**src/rtl/framer_pkg.sv**
```systemverilog
package framer_pkg;
   typedef enum logic {
      FR_IDLE = 1'b0,
      FR_BUSY = 1'b1
   } frame_state_e;
endpackage

```
**src/rtl/framer_dims.sv**
```systemverilog
module framer_dims #(
   parameter int DIM_W = 12
) (
   input  logic             clk,
   input  logic             rst_n,
   input  logic             capture,
   input  logic             in_frame,
   input  logic [DIM_W-1:0] cfg_h,
   input  logic [DIM_W-1:0] cfg_w,
   output logic [DIM_W-1:0] eff_h,
   output logic [DIM_W-1:0] eff_w
);
   logic [DIM_W-1:0] h_q, w_q;

   always_ff @(posedge clk or negedge rst_n) begin
      if (!rst_n) begin
         h_q <= '0;
         w_q <= '0;
      end else if (capture) begin
         h_q <= cfg_h;
         w_q <= cfg_w;
      end
   end

   // Live configuration governs the first pixel; held copy governs the rest.
   assign eff_h = in_frame ? h_q : cfg_h;
   assign eff_w = in_frame ? w_q : cfg_w;
endmodule

```
**src/rtl/framer_counter.sv**
```systemverilog
module framer_counter
   import framer_pkg::*;
#(
   parameter int DIM_W = 12
) (
   input  logic             clk,
   input  logic             rst_n,
   input  logic             adv,
   input  logic [DIM_W-1:0] eff_h,
   input  logic [DIM_W-1:0] eff_w,
   output logic             in_frame,
   output logic             last_px,
   output logic             zero_dim
);
   localparam logic [DIM_W-1:0] ONE = DIM_W'(1);

   frame_state_e     state_q;
   logic [DIM_W-1:0] col_q, row_q;
   logic             col_end, row_end;

   assign zero_dim = (eff_w == '0) || (eff_h == '0);
   assign col_end  = (col_q == (eff_w - ONE));
   assign row_end  = (row_q == (eff_h - ONE));
   assign last_px  = col_end && row_end && !zero_dim;
   assign in_frame = (state_q == FR_BUSY);

   always_ff @(posedge clk or negedge rst_n) begin
      if (!rst_n) begin
         state_q <= FR_IDLE;
         col_q   <= '0;
         row_q   <= '0;
      end else if (adv && !zero_dim) begin
         if (last_px) begin
            state_q <= FR_IDLE;
            col_q   <= '0;
            row_q   <= '0;
         end else if (col_end) begin
            state_q <= FR_BUSY;
            col_q   <= '0;
            row_q   <= row_q + ONE;
         end else begin
            state_q <= FR_BUSY;
            col_q   <= col_q + ONE;
         end
      end
   end
endmodule

```
**src/rtl/framer_outreg.sv**
```systemverilog
module framer_outreg #(
   parameter int DATA_W  = 24,
   parameter int REG_OUT = 1
) (
   input  logic              clk,
   input  logic              rst_n,
   input  logic [DATA_W-1:0] s_data,
   input  logic              s_valid,
   output logic              s_ready,
   input  logic              drop,
   input  logic              last_in,
   output logic [DATA_W-1:0] m_tdata,
   output logic              m_tvalid,
   input  logic              m_tready,
   output logic              m_tlast
);
   generate
      if (REG_OUT != 0) begin : g_reg
         logic [DATA_W-1:0] data_q;
         logic              valid_q, last_q;

         assign s_ready = !valid_q || m_tready;

         always_ff @(posedge clk or negedge rst_n) begin
            if (!rst_n) begin
               valid_q <= 1'b0;
               last_q  <= 1'b0;
               data_q  <= '0;
            end else if (s_valid && s_ready) begin
               valid_q <= !drop;
               if (!drop) begin
                  data_q <= s_data;
                  last_q <= last_in;
               end
            end else if (m_tready) begin
               valid_q <= 1'b0;
            end
         end

         assign m_tdata  = data_q;
         assign m_tvalid = valid_q;
         assign m_tlast  = last_q;
      end else begin : g_pass
         assign s_ready  = drop || m_tready;
         assign m_tvalid = s_valid && !drop;
         assign m_tdata  = s_data;
         assign m_tlast  = last_in;
      end
   endgenerate
endmodule

```
**src/rtl/frame_tlast_framer.sv**
```systemverilog
module frame_tlast_framer #(
   parameter int DATA_W  = 24,
   parameter int DIM_W   = 12,
   parameter int REG_OUT = 1
) (
   input  logic              clk,
   input  logic              rst_n,
   input  logic [DIM_W-1:0]  cfg_height,
   input  logic [DIM_W-1:0]  cfg_width,
   input  logic [DATA_W-1:0] s_data,
   input  logic              s_valid,
   output logic              s_ready,
   output logic [DATA_W-1:0] m_tdata,
   output logic              m_tvalid,
   input  logic              m_tready,
   output logic              m_tlast
);
   generate
      if (DATA_W < 1) begin : g_bad_data
         $error("frame_tlast_framer: DATA_W must be at least 1");
      end
      if (DIM_W < 1 || DIM_W > 16) begin : g_bad_dim
         $error("frame_tlast_framer: DIM_W must lie in 1..16");
      end
      if (REG_OUT < 0 || REG_OUT > 1) begin : g_bad_reg
         $error("frame_tlast_framer: REG_OUT must be 0 or 1");
      end
   endgenerate

   logic             in_hs, in_frame, last_px, zero_dim;
   logic [DIM_W-1:0] eff_h, eff_w;

   assign in_hs = s_valid && s_ready;

   framer_dims #(.DIM_W(DIM_W)) u_dims (
      .clk      (clk),
      .rst_n    (rst_n),
      .capture  (in_hs && !in_frame),
      .in_frame (in_frame),
      .cfg_h    (cfg_height),
      .cfg_w    (cfg_width),
      .eff_h    (eff_h),
      .eff_w    (eff_w)
   );

   framer_counter #(.DIM_W(DIM_W)) u_cnt (
      .clk      (clk),
      .rst_n    (rst_n),
      .adv      (in_hs),
      .eff_h    (eff_h),
      .eff_w    (eff_w),
      .in_frame (in_frame),
      .last_px  (last_px),
      .zero_dim (zero_dim)
   );

   framer_outreg #(.DATA_W(DATA_W), .REG_OUT(REG_OUT)) u_out (
      .clk      (clk),
      .rst_n    (rst_n),
      .s_data   (s_data),
      .s_valid  (s_valid),
      .s_ready  (s_ready),
      .drop     (zero_dim),
      .last_in  (last_px),
      .m_tdata  (m_tdata),
      .m_tvalid (m_tvalid),
      .m_tready (m_tready),
      .m_tlast  (m_tlast)
   );
endmodule

```
**config.mk**
```make
export PLATFORM = sky130hd
export DESIGN_NAME = frame_tlast_framer
export DESIGN_NICKNAME = d
export VERILOG_FILES = /design/src/rtl/framer_pkg.sv /design/src/rtl/framer_dims.sv /design/src/rtl/framer_counter.sv /design/src/rtl/framer_outreg.sv /design/src/rtl/frame_tlast_framer.sv
export SDC_FILE = /design/constraint.sdc
export NUM_CORES = 1
export LEC_CHECK = 0
export BUFFER_PORTS_ARGS = -buffer_cell sky130_fd_sc_hd__buf_2
export CAP_MARGIN = 25
export CORE_ASPECT_RATIO = 0.6
export CORE_MARGIN = 2
export CORE_UTILIZATION = 35
export CTS_CLUSTER_DIAMETER = 80
export DETAILED_ROUTE_END_ITERATION = 16
export SYNTH_ARGS = -nofsm -noshare
export SYNTH_HDL_FRONTEND = slang
export SYNTH_HIERARCHICAL = 1
export SYNTH_SLANG_ARGS = --single-unit
```
**constraint.sdc**
```tcl
create_clock -name clk -period 8.25 [get_ports clk]
set_input_delay 0 -clock clk [delete_from_list [all_inputs] [get_ports clk]]
set_output_delay 0 -clock clk [all_outputs]
set_load 0.005 [all_outputs]
```
Word-level counts from Yosys, hierarchy flattened
Cells that the tools add are included.
{"block": "word_totals", "reg_bits": 75, "latchBits": 0, "ramBits": 0, "romBits": 0, "input_bits": 52, "output_inout_bits": 27, "memories": 0}
{"block": "op_classes", "n_addsub": 4, "multipliers": 0, "div_mod_pow": 0, "magnitude_cmp": 0, "eq_ne": 2, "n_shift": 0, "n_mux": 9, "bitwise_logic": 1, "n_reduce_logical": 16}
{"operator": "$mux W12", "n": 6}
{"operator": "$add A12 B1 Y12 const B", "n": 2}
{"operator": "$eq A12 B12 Y1", "n": 2}
{"operator": "$logic_not A12 Y1", "n": 2}
{"operator": "$sub A12 B1 Y12 const B", "n": 2}
{"operator": "$logic_and A1 B1 Y1", "n": 5}
{"operator": "$reduce_and A2 Y1", "n": 2}
{"operator": "$reduce_bool A2 Y1", "n": 2}
{"operator": "$logic_not A1 Y1", "n": 3}
{"operator": "$mux W1", "n": 3}
{"operator": "$logic_or A1 B1 Y1", "n": 2}
{"operator": "$not A1 Y1", "n": 1}

Longest topological paths before layout
{"block": "depth", "depth_word": 7, "ltp_mapped": 13, "depth_no_buf": 10}

Hierarchy
Netlist, hierarchy kept.
{"mod": "framer_counter", "instances": 1, "cells_each": 257, "area_each_um2": 2178.3, "seq_area_each_um2": 625.6}
{"mod": "framer_dims", "instances": 1, "cells_each": 78, "area_each_um2": 1393.8, "seq_area_each_um2": 600.6}
{"mod": "framer_outreg", "instances": 1, "cells_each": 57, "area_each_um2": 991.0, "seq_area_each_um2": 650.6}
{"mod": "frame_tlast_framer", "instances": 1, "cells_each": 2, "area_each_um2": 15.0, "seq_area_each_um2": 0.0}

Worst setup path after synthesis
OpenSTA, ideal clock, no wires.
{"block": "synth_timing", "kind": "register to register", "start": "register u_cnt.state_q, in the netlist u_cnt/in_frame", "end": "register u_cnt.row_q[3]", "setup_time_ns": 0.121, "arrival_ns": 3.045, "setup_slack_ns": 5.084, "path_stages_with_launch": 12, "path_buffers": 3, "period_less_slack_ns": 3.166, "cell_sequence": "dfrtp_1 -> buf_6 -> buf_12 -> mux2_4 -> or4_4 -> o21a_1 -> or4_1 -> a32oi_1 -> o2111a_2 -> buf_4 -> o211ai_1 -> a22o_1"}
{"block": "synth_between", "elab_chain_len": 7}
{"element": "start: declaration", "line_no": "framer_counter.sv:17", "source": "frame_state_e state_q;"}
{"element": "start signal: assignment", "line_no": "framer_counter.sv:29", "source": "state_q <= FR_IDLE;"}
{"element": "start signal: assignment", "line_no": "framer_counter.sv:34", "source": "state_q <= FR_IDLE;"}
{"element": "start signal: assignment", "line_no": "framer_counter.sv:38", "source": "state_q <= FR_BUSY;"}
{"element": "$mux W12 *", "line_no": "framer_dims.sv:26", "source": "assign eff_h = in_frame ? h_q : cfg_h;"}
{"element": "via eff_h[2]", "line_no": "frame_tlast_framer.sv:31", "source": "logic [DIM_W-1:0] eff_h, eff_w;"}
{"element": "$sub A12 B1 Y12 or $logic_not A12 Y1 (tied branches)", "line_no": "framer_counter.sv:23, framer_counter.sv:21"}
{"element": "$eq A12 B12 Y1 or $logic_or A1 B1 Y1 (tied branches)", "line_no": "framer_counter.sv:23, framer_counter.sv:21"}
{"element": "$logic_and A1 B1 Y1 or $logic_not A1 Y1 (tied branches)", "line_no": "framer_counter.sv:24, framer_counter.sv:32"}
{"element": "$logic_and A1 B1 Y1", "line_no": "framer_counter.sv:24", "source": "assign last_px = col_end && row_end && !zero_dim;"}
{"element": "$reduce_bool A2 Y1 (no source line)"}
{"element": "$reduce_and A2 Y1 (no source line)"}
{"element": "end signal: assignment", "line_no": "framer_counter.sv:40", "source": "row_q <= row_q + ONE;"}
{"element": "end: declaration", "line_no": "framer_counter.sv:18", "source": "logic [DIM_W-1:0] col_q, row_q;"}
Mark *: on every way through the listed nets, which the timed path passes. The rest lies on a longest branch.
A chain may end at the register's enable or synchronous reset.

Final worst setup path
{"block": "layout_timing", "start": "register u_cnt.state_q, in the netlist u_cnt/in_frame", "end": "register u_cnt.row_q[0]"}
The elaborated chain is that of the path after synthesis.

==> metrics <==
total congestion overflow=0; Detail Route Antenna Nets=0; Avg Synthesized Cell Area=11.6 sq um; number of global-route vias before repair=3699; Worst IR Drop VDD=0.147 mV; RSZ-0062 raised after global routing=false; worst-path cell chain=buf_4, mux2_2, inv_1, ha_1, nor4b_2, nand2_1, or4b_2, a32oi_1, o2111a_2, nor3_1, buf_4, mux2_2; Fin. Hold Viols=0; Clock Tree Root=clkbuf_16; slew margin rel.=0.472; FILL cells=1158; Die Y=92.6 um; CTS tree=done; Post-CTS Resized=0; clk_skew=8.84 ps; DR vias=3586; H-tree levels=3; crit-path max FO=26; 1st-pass router iterations=5; largest net degree at the start of global routing=76; reg2reg setup slack=4230 ps; final core occ=0.460; R2R cell count=12; CTS Buf Count=9; # diodes=0; CP startpoint kind=flop; sequential area share after synthesis=0.410; Setup TNS Final=0 ps; Reg-to-Reg End=u_cnt/row_q[0]; Sw Share=0.311; Final Max Slew Viols=0; WHS Endpoint=u_out/m_tvalid; final net count=577; CTS Hold Bufs=49; status=completed; CP Data Arrival Time=4240 ps; syn_nets=450; Clock Latency Late Sink=340 ps; Initial Util=0.357; final setup fails=0; Ys Warns=6; final wirelength=11200 um; max cap viols=0; Int Pwr=0.917 mW; Post-synth EDFFs=0; PortBufs=78; cell count of the worst hold path=3; post-route clock period utilization=0.487; clock sinks=75; Post CTS Setup Buffer Count=0; crit path launch=u_cnt/in_frame; drt wl/cell=16.0 um; pwr/cell area=226 mW/mm^2; #FFs+latches synth=75; WHS=106 ps; DRC=0; max incr delay on CP=670 ps; number of distinct library cells after synthesis=62; Worst-Margin Slew=791 ps; DP Wirelength=7500 um; placer congestion estimate=0.818; clock share of power=0.302; Clk pin slew, worst setup/hold paths=70 ps; Cells after Synth=394; initial antenna violation count=0; Row Count=32; critical path capture point type=flop; I/O pin cnt=79; Period minus WS final=4020 ps; CTS max path bufs=2; Reg-to-Reg Start=u_cnt/in_frame; critical path class=reg2reg; mapped cell area=0.00458 sq mm; Fmax=249 MHz; fraction of layout cells with a size suffix above 1=0.352; full die area=0.0140 sq mm; Critical Path RT=8470 ps; Worst Hold Class=in2reg; Flop pwr share=0.379; core area=0.0128 sq mm; global-route wire length before repair=18700 um; Total GRT Usage=0.170; leakage=2.62 nW; Sw Pwr=0.414 mW; hold path start=s_valid; ys flop type=dfrtp_1; Via density=5.15; Comb pwr share=0.319; 1st-iter DRT viols=200; Die W=152 um; Post-synth ARST share=1.00; Layout area overhead=28.7%; CP max-delay cell=or4b_2; Power Total=1.33 mW
## Yosys cell counts (2+ instances only)
| cell type | instances | area, sq um |
|---|---|---|
| a21oi_1 | 5 | 25.0 |
| a221o_1 | 2 | 20.0 |
| a22o_1 | 10 | 87.6 |
| and3_1 | 12 | 75.1 |
| and3b_1 | 2 | 17.5 |
| buf_12 | 4 | 80.1 |
| buf_2 | 2 | 10.0 |
| buf_6 | 4 | 45.0 |
| clkbuf_1 | 7 | 26.3 |
| dfrtp_1 | 75 | 1880 |
| ha_1 | 4 | 50.1 |
| inv_1 | 10 | 37.5 |
| mux2_2 | 35 | 394 |
| mux2_4 | 40 | 601 |
| nand2_1 | 19 | 71.3 |
| nand2b_1 | 9 | 56.3 |
| nand3_1 | 9 | 45.0 |
| nand3b_1 | 4 | 30.0 |
| nand4_1 | 5 | 31.3 |
| nand4b_1 | 3 | 26.3 |
| nor2_1 | 11 | 41.3 |
| nor2b_1 | 8 | 50.1 |
| nor3_1 | 10 | 50.1 |
| nor3b_1 | 2 | 15.0 |
| nor4_1 | 4 | 25.0 |
| nor4b_1 | 2 | 17.5 |
| o2111ai_1 | 2 | 17.5 |
| o211ai_1 | 12 | 90.1 |
| o21a_1 | 2 | 15.0 |
| o21ai_0 | 3 | 15.0 |
| o21ai_1 | 13 | 65.1 |
| o2bb2ai_1 | 5 | 43.8 |
| o31ai_1 | 2 | 15.0 |
| or2_2 | 2 | 12.5 |
| or3_1 | 3 | 18.8 |
| or4_1 | 3 | 22.5 |
| xnor2_1 | 8 | 70.1 |
| xor2_1 | 17 | 149 |
## worst max-delay path: cells and delay by family (launching register included)
kind                     cells  cell delay (ps)
AO/OA/AOI/OAI                2              570
adder cells (fa/ha/maj)      1              240
buffers and inverters        3              670
flip-flops                   1              320
multiplexers                 2              700
AND/OR/NAND/NOR              4             1420
## flip-flops by register name (all words and copies together), names as in the netlist
register	count
u_out/m_tdata	24
u_cnt/row_q	12
u_out/m_tvalid	1
u_dims/w_q	12
u_out/m_tlast	1
u_dims/h_q	12
u_cnt/in_frame	1
u_cnt/col_q	12
## worst max path at each step
stage                           to  slack [ps]  cells after the start
floorplan           u_cnt/row_q[3]        5080                     11
global placement    u_cnt/row_q[0]        4260                      9
detailed placement  u_cnt/row_q[0]        4250                     12
CTS                 u_cnt/row_q[0]        4240                     12
global route        u_cnt/row_q[0]        3990                     12
finish              u_cnt/row_q[0]        4230                     12
## kinds of logic after synthesis
logic type | synth area share
compound gates | 0.106
xor+xnor | 0.0478
mux | 0.219
flops | 0.410
buf+inv | 0.0451
fa+ha+maj | 0.0109
simple gates | 0.160
## area by class of cell
class | instances | area, sq um | share of cell area
multi-input combinational | 291 | 2490 | 0.424
sequential | 75 | 1880 | 0.319
timing repair buffer | 134 | 966 | 0.164
clock buffer | 10 | 229 | 0.0389
tap | 170 | 213 | 0.0361
clock inverter | 6 | 73.8 | 0.0125
inverter | 10 | 37.5 | 0.00637
## power groups by stage
stage	clock (mW)	sequential [mW]	combinational [mW]
floorplan	0	0.489	0.323
global placement	0	0.506	0.390
detailed placement	0	0.508	0.402
CTS	0.416	0.503	0.422
global route	0.434	0.516	0.467
finish	0.402	0.505	0.425
## through the flow
stage	cells	instance area, sq um	worst slack [ps]
floorplan	394	4580	5080
global placement	627	5030	4260
detailed placement	630	5080	4250
CTS	695	5870	4240
global route	696	5890	3990
finish	696	5890	4230
## placed cells by master (no fill, tap or decap), drive strengths merged, types with 11 or more instances in the layout
cell,instances
buf,85
dfrtp,75
mux2,75
dlygate4sd3,49
nand2,19
xor2,17
o21ai,16
o211ai,12
and3,12
inv,12
nor2,11
## metal layers
metal  global-route usage  vias up  share of wire
met5                    0        -              0
met4               0.0455        0         0.0075
met3               0.0581        5          0.074
met2                0.235      118           0.41
met1                0.252     1741           0.51
li1                     -     1722              -
(Power assumes the default switching activity.)
